**config.mk**
```make
export PLATFORM = sky130hd
export DESIGN_NAME = ctl_vote_decoder
export DESIGN_NICKNAME = d
export VERILOG_FILES = /design/src/rtl/cvd_pkg.sv /design/src/rtl/cvd_phase_track.sv /design/src/rtl/cvd_ctl_vote.sv /design/src/rtl/ctl_vote_decoder.sv
export SDC_FILE = /design/constraint.sdc
export NUM_CORES = 1
export LEC_CHECK = 0
export ABC_AREA = 1
export ABC_CLOCK_PERIOD_IN_PS = 3000
export CORE_MARGIN = 4
export CORE_UTILIZATION = 55
export CTS_BUF_LIST = sky130_fd_sc_hd__clkbuf_8 sky130_fd_sc_hd__clkbuf_16
export CTS_CLUSTER_SIZE = 10
export DETAILED_ROUTE_END_ITERATION = 8
export DONT_BUFFER_PORTS = 1
export PLACE_DENSITY = 0.74
export SYNTH_ARGS = -nofsm -noshare
export SYNTH_HDL_FRONTEND = slang
export SYNTH_SLANG_ARGS = --single-unit
```
**constraint.sdc**
```tcl
create_clock -name clk -period 3 [get_ports clk]
set_input_delay 0.6 -clock clk [delete_from_list [all_inputs] [get_ports clk]]
set_output_delay 0.6 -clock clk [all_outputs]
set_load 0.01 [all_outputs]
```
**src/rtl/cvd_pkg.sv**
```systemverilog
package cvd_pkg;
  localparam int INV_POS = 0;
  localparam int CHK_POS = 1;
  localparam logic [19:0] TW_TO_VID = 20'hFFC00;
  localparam logic [19:0] TW_TO_CTL = 20'h003FF;
endpackage

```
**src/rtl/cvd_phase_track.sv**
```systemverilog
module cvd_phase_track #(
  parameter int WORD_W = 20,
  parameter logic [WORD_W-1:0] TW_VID = '1,
  parameter logic [WORD_W-1:0] TW_CTL = '0
) (
  input  logic              clk,
  input  logic              rst,
  input  logic              valid_i,
  input  logic [WORD_W-1:0] word_i,
  output logic              is_trans_o,
  output logic              vid_phase_o
);
  logic hit_vid, hit_ctl;

  assign hit_vid    = valid_i && (word_i == TW_VID);
  assign hit_ctl    = valid_i && (word_i == TW_CTL);
  assign is_trans_o = hit_vid || hit_ctl;

  always_ff @(posedge clk) begin
    if (rst)          vid_phase_o <= 1'b0;
    else if (hit_vid) vid_phase_o <= 1'b1;
    else if (hit_ctl) vid_phase_o <= 1'b0;
  end

  // phase moves only after a transition word
  a_r6_phase_needs_tw: assert property (@(posedge clk) disable iff (rst)
    (vid_phase_o != $past(vid_phase_o)) |-> $past(is_trans_o));
  a_r6_vid_tw_sets: assert property (@(posedge clk) disable iff (rst)
    hit_vid |=> vid_phase_o);
endmodule

```
**src/rtl/cvd_ctl_vote.sv**
```systemverilog
module cvd_ctl_vote #(
  parameter int N_PROT  = 5,
  parameter int COPIES  = 3,
  parameter int N_PLAIN = 4,
  localparam int MAP_W  = N_PROT*COPIES + N_PLAIN,
  localparam int CTL_W  = N_PROT + N_PLAIN
) (
  input  logic [MAP_W-1:0] map_i,
  output logic [CTL_W-1:0] ctl_o
);
  for (genvar k = 0; k < N_PROT; k++) begin : g_prot
    logic [COPIES-1:0] grp;
    assign grp      = map_i[k*COPIES +: COPIES];
    assign ctl_o[k] = ($countones(grp) > (COPIES/2));
  end

  for (genvar j = 0; j < N_PLAIN; j++) begin : g_plain
    assign ctl_o[N_PROT+j] = map_i[N_PROT*COPIES + j];
  end
endmodule

```
**src/rtl/ctl_vote_decoder.sv**
```systemverilog
module ctl_vote_decoder
  import cvd_pkg::*;
#(
  parameter int VID_W   = 18,
  parameter int N_PROT  = 5,
  parameter int COPIES  = 3,
  parameter int N_PLAIN = 4,
  localparam int WORD_W = VID_W + 2,
  localparam int MAP_W  = WORD_W - 1,
  localparam int CTL_W  = N_PROT + N_PLAIN
) (
  input  logic              clk,
  input  logic              rst,
  input  logic [WORD_W-1:0] word_i,
  input  logic              valid_i,
  output logic [VID_W-1:0]  vid_o,
  output logic [CTL_W-1:0]  ctl_o,
  output logic              de_o,
  output logic              err_o
);
  logic             inv, chk_bad, is_trans;
  logic [VID_W-1:0] vid_pay;
  logic [MAP_W-1:0] map_pay;
  logic [CTL_W-1:0] ctl_dec;
  logic             take;

  assign inv     = word_i[INV_POS];
  assign chk_bad = (word_i[CHK_POS] == word_i[INV_POS]);
  assign vid_pay = word_i[WORD_W-1:2] ^ {VID_W{inv}};
  assign map_pay = word_i[WORD_W-1:1] ^ {MAP_W{inv}};
  assign take    = valid_i && !is_trans;

  cvd_phase_track #(
    .WORD_W(WORD_W), .TW_VID(TW_TO_VID), .TW_CTL(TW_TO_CTL)
  ) u_phase (
    .clk(clk), .rst(rst), .valid_i(valid_i), .word_i(word_i),
    .is_trans_o(is_trans), .vid_phase_o(de_o)
  );

  cvd_ctl_vote #(
    .N_PROT(N_PROT), .COPIES(COPIES), .N_PLAIN(N_PLAIN)
  ) u_vote (
    .map_i(map_pay), .ctl_o(ctl_dec)
  );

  always_ff @(posedge clk) begin
    if (rst) begin
      vid_o <= '0;
      ctl_o <= '0;
      err_o <= 1'b0;
    end else begin
      err_o <= 1'b0;
      if (take && de_o) begin
        if (chk_bad) err_o <= 1'b1;
        else         vid_o <= vid_pay;
      end else if (take && !de_o) begin
        ctl_o <= ctl_dec;
      end
    end
  end

  // unanimous copies of control bit 0 must reach the output
  logic grp0_same;
  assign grp0_same = (map_pay[0] == map_pay[1]) && (map_pay[1] == map_pay[2]);

  a_r3_unanimous_bit0: assert property (@(posedge clk) disable iff (rst)
    (take && !de_o && grp0_same) |=> (ctl_o[0] == $past(map_pay[0])));
  a_r7_ctl_hold_in_video: assert property (@(posedge clk) disable iff (rst)
    $past(de_o) |-> $stable(ctl_o));
  a_r8_vid_hold_in_ctl: assert property (@(posedge clk) disable iff (rst)
    !$past(de_o) |-> $stable(vid_o));
  a_r9_err_keeps_vid: assert property (@(posedge clk) disable iff (rst)
    err_o |-> ($stable(vid_o) && $past(de_o)));
  a_r10_idle_no_change: assert property (@(posedge clk) disable iff (rst)
    !valid_i |=> ($stable(vid_o) && $stable(ctl_o) && $stable(de_o) && !err_o));
endmodule

```
After elaboration in Yosys (flattened, before gate mapping)
Index checks and enable logic that the tools add are counted.

storage, ports and cells
  flip-flop bits (word level) = 29
  bits in latches = 0
  RAM bits = 0
  memory bits (read-only) = 0
  bits of input ports = 23
  word-level logic and storage cells = 41
  memories = 0

cells by class
  add/subtract/negate cells = 10
  $mul = 0
  div/mod/pow operators = 0
  magnitude comparators = 5
  eq/ne operators = 3
  shift operators = 0
  muxes and demuxes = 3
  bitwise logic cells = 4
  reductions and logical operators = 12

operators with widths
  operator              count
  $add 32x1->32         5
  $gt 32x2->1 const B   5
  $eq 20x10->1 const B  1
  $eq 20x20->1 const B  1
  $xor 19x19->19        1
  $xor 18x18->18        1
  $add 1x1->2           5
  $logic_and 1x1->1     5
  $reduce_and 2->1      2
  $mux 1                3
  $logic_not 1->1       2
  $not 1->1             2
  $reduce_bool 2->1     1
  $reduce_or 2->1       1
  $eq 1x1->1            1
  $logic_or 1x1->1      1

Logic depth before layout (Yosys ltp)
  depth in word-level cells = 8
  mapped depth = 14
  gate-level depth less buffers = 11

By module
A second synthesis with hierarchy kept.

unflattened totals
  cell total of the unflattened synthesis = 284
  area, all modules = 1756.7 sq um

by module, submodules not included
  module            instances  cells an instance  area each (sq um)
  ctl_vote_decoder  1          224                1433.9
  cvd_phase_track   1          36                 173.9
  cvd_ctl_vote      1          24                 148.9

Worst setup path after synthesis
No wires, ideal clock.

  kind = input to register
  start = in word_i[0]
  end = reg ctl_o[0]
  data arrival time = 2025 ps
  data required time = 2881 ps
  path slack = 855 ps
  stages = 8
  path through = buf_4 > buf_4 > inv_1 > ha_1 > ha_1 > a21o_1 > o21ai_0 > a21oi_1

between the ends
  word-level cells in the longest chain between the ends = 8

RTL lines
  element                                                RTL line                text
  start: declaration                                     ctl_vote_decoder.sv:14  input logic [WORD_W-1:0] word_i,
  branches (longest 8 deep; another with $add 32x1->32)  -
  end signal: assignment                                 ctl_vote_decoder.sv:57  ctl_o <= ctl_dec;
  end: declaration                                       ctl_vote_decoder.sv:17  output logic [CTL_W-1:0] ctl_o,

Parallel ways; which one is timed is not known.
A chain may end at the register's enable or synchronous reset.

Final worst setup path
  start = in word_i[0]
  end = reg vid_o[14]

between the ends
  word-level cells in the longest chain between the ends = 7

RTL lines
  element                                              RTL line                                      text
  $eq 20x20->1 / $eq 20x10->1 (equally long branches)  cvd_phase_track.sv:15, cvd_phase_track.sv:16
  $logic_and 1x1->1 (on tied branches)                 cvd_phase_track.sv:15, cvd_phase_track.sv:16
  $logic_or 1x1->1                                     cvd_phase_track.sv:17                         assign is_trans_o = hit_vid || hit_ctl;
  $logic_not 1->1                                      ctl_vote_decoder.sv:31                        assign take = valid_i && !is_trans;
  $logic_and 1x1->1                                    ctl_vote_decoder.sv:31
  $logic_and 1x1->1                                    ctl_vote_decoder.sv:53                        if (take && de_o) begin
  $reduce_and 2->1 (no line)                           -
  end signal: assignment                               ctl_vote_decoder.sv:55                        else vid_o <= vid_pay;
  end: declaration                                     ctl_vote_decoder.sv:16                        output logic [VID_W-1:0] vid_o,

Parallel ways exist; a longest one is shown, timed or not.

==> summary.md <==
| Metric | Value |
|---|---|
| Hold crit path type | in -> reg |
| Hold path start | rst |
| Area leader, netlist | dfxtp_1 |
| Mapped Area | 1730 um2 |
| YS warnings | 0 |
| Routed WL | 3.48 mm |
| Worst EP required | 3.18 ns |
| Critical path class | in -> reg |
| Clock sinks | 29 |
| Fin nets | 269 |
| Final setup viols | 0 |
| Status | finished, final reports clean |
| Clk Latency, worst-skew pair | 0.28 ns |
| Htree depth | 2 |
| Pleak | 0.906 nW |
| Clk root buf | clkbuf_8 |
| Synthesized flop and latch total | 29 |
| Share of cells above drive strength 1 | 10.5% |
| Number of synthesized flops with an enable pin | 0 |
| CP top delay family | simple AND/OR/NAND/NOR gates |
| Residual DRC | 0 |
| Worst Path Arrival | 1.76 ns |
| Rel. slew slack | 54.5% |
| Worst R2R Start | u_phase.vid_phase_o |
| Top post-synthesis cells by count | 45 x nand2_1, 42 x nor2_1, 41 x inv_1 |
| DIE WIDTH | 64.1 um |
| Final weighted congestion in routability-driven placement | 0.770 |
| Hold EP | u_phase.vid_phase_o |
| Unique masters post-synth | 32 |
| Crit-path max FO | 20 |
| FP Rows | 20 |
| Setup bufs post-CTS | 0 |
| Cts bufs inserted | 5 |
| Non-Filler Instances | 283 |
| Full die area | 4110 um2 |
| Core ar. | 3030 um2 |
| Final Power | 0.000865 W |
| Final worst path period share | 52.8% |
| I/O pin count | 52 |
| Sequential element share of the synthesized area | 33.5% |
| First-pass GRT wire length | 5.99 mm |
| Buffers from clock root to sink, at most | 2 |
| Largest net degree at the start of global routing | 28 |
| CP cell instances | inv_1 > ha_1 > nand3_1 > nor2_2 > nand3_2 > nand4_2 > nor2_4 > nand2_1 > nand2_1 > nor2_1 |
| N_diodes | 0 |
| Routed vias/inst | 4.76 |
| Synth Flop Type | dfxtp_1 |
| Hold path depth | 1 |
| Post-Syn Area per Cell | 7.25 um2 |
| Startpoint Class | input port |
| Die Y | 64.1 um |
| Post-Syn Instances | 239 |
| GRT Resource Usage Total | 19.2% |
| Crit path capture type | flip-flop |
| Vias | 1346 |
| Initial Utilization | 57.2% |
| Synth top area cells | dfxtp_1 34%, nand2_1 9.7%, nor2_1 9.1% |
| Synth-to-layout area growth | 4.55% |
| Gates resized, CTS repair | 0 |
| Util after Layout | 59.8% |
| Peak VDD IR | 0.230 mV |
| Clock transition at the registers of the reported paths | 0.06 ns |
| Worst R2R End | vid_o[14] |
| GRT overflow | 0 |
| Worst Tran Pin Value | 0.678 ns |
| Detail Route Antenna Nets | 0 |
| Antenna violations before repair | 0 |
| CP peak stage delay | 0.30 ns |
| Hold Violations, Final | 0 |
| Share of the synthesized area in the top cell type | 33.5% |
| Avg WL per Cell | 12.3 um |
| PwrDens | 477 nW/um2 |
| Top-count cell post-synth | nand2_1 |
| Reg2reg setup slack | 1.76 ns |
| Crit path max-delay cell type | nor2_4 |
| Final setup TNS | 0 ns |
| Most frequent CP cell | nand2_1 |
| Fill cells | 275 |
| CP Buf/Inv Count | 1 |
| TritonRoute pass-1 iters | 4 |
| Period minus WS final | 1.58 ns |
| Clock Skew | 0.00470 ns |
| Half-perimeter wire length after detailed placement | 2.67 mm |
| Syn nets | 270 |
| Port buffer count | 0 |
| CTS Hold Bufs | 0 |
| Worst Reg-to-Reg Cells | 5 |
| Maximum clock frequency | 0.632 GHz |
| Asr flop ratio synth | 0% |
| CTS tree | built |
| Unrepaired setup endpoints after global routing | no |
| Number of global-route vias before repair | 1321 |
| Dpl cells | 275 |
| Initial DRC Count | 57 |
| Slew Viols, Final | 0 |
| MaxCap Viol Count | 0 |
final cells by class:
class	instances	area, um2	area share, %
clock buffers	7	96.3	5.32
clock inverters	1	5.00	0.276
inverters	42	158	8.70
multi-input cells	160	917	50.6
flip-flops and latches	29	581	32.0
well taps	44	55.1	3.04
per-layer routing:
metal	GRT usage [%]	part of all wire, %
met5	0	0
met1	21.3	42
met2	29.5	44
met4	8.97	2.4
met3	10.7	11
placed cells by master (no fill, tap or decap):
master and instances:
nor3_2 1, clkinv_2 1, clkbuf_8 7, nand2_4 1
a21boi_0 1, nand4_1 1, nand4_2 1, nor2_4 2
ha_1 8, o21bai_1 1, xnor2_1 4, inv_1 41
nand3_4 1, nand3_2 2, or2_2 1, or2_4 1
o22ai_1 1, clkinv_1 1, nand2_1 45, xor2_1 14
nand2_2 2, o21ai_0 9, a21oi_1 10, a21o_1 3
nor2_1 42, nor3_1 1, dfxtp_1 29, nand3_1 3
nand4_4 1, nor2_2 4
logic make-up (layout without fill, tap and decap cells):
logic type	count (synthesis)	count (layout)	synth area share (%)
XOR/XNOR	18	18	9.10
AO/OA/AOI/OAI	25	25	8.01
AND/OR/NAND/NOR	109	109	30.0
flip-flops	29	29	33.5
buffers and inverters	50	50	13.6
adder cells (fa/ha/maj)	8	8	5.78
where the power goes:
| group | switching [W] | internal [W] | total, W |
|---|---|---|---|
| Clock | 0.000151 | 0.000207 | 0.000358 |
| Combinational | 0.0000569 | 0.0000419 | 0.0000988 |
| Sequential | 0.0000119 | 0.000396 | 0.000408 |
| Total | 0.000220 | 0.000645 | 0.000865 |
state kept, by name, summed over array words and instances (netlist names):
| signal | cells |
|---|---|
| u_phase.vid_phase_o | 1 |
| ctl_o | 9 |
| err_o | 1 |
| vid_o | 18 |
per-stage QoR:
step	setup slack, ns	hold slack (ns)	cell area, um2
final	1.42	0.373	1810
after global routing	1.26	0.361	1810
after detailed placement	1.13	0.487	1710
after global placement	1.18	0.484	1710
after CTS	1.43	0.369	1810
after floorplan	0.855	0.468	1730
how the worst max path moves through the flow:
stage,from,end,slack [ns],cells after the start
floorplan,word_i[0],ctl_o[0],0.86,8
global placement,word_i[0],ctl_o[0],1.18,6
detailed placement,word_i[0],vid_o[14],1.13,10
CTS,word_i[0],vid_o[10],1.43,10
global route,word_i[0],vid_o[4],1.26,10
finish,word_i[0],vid_o[14],1.42,10
(Power assumes the default switching activity.)
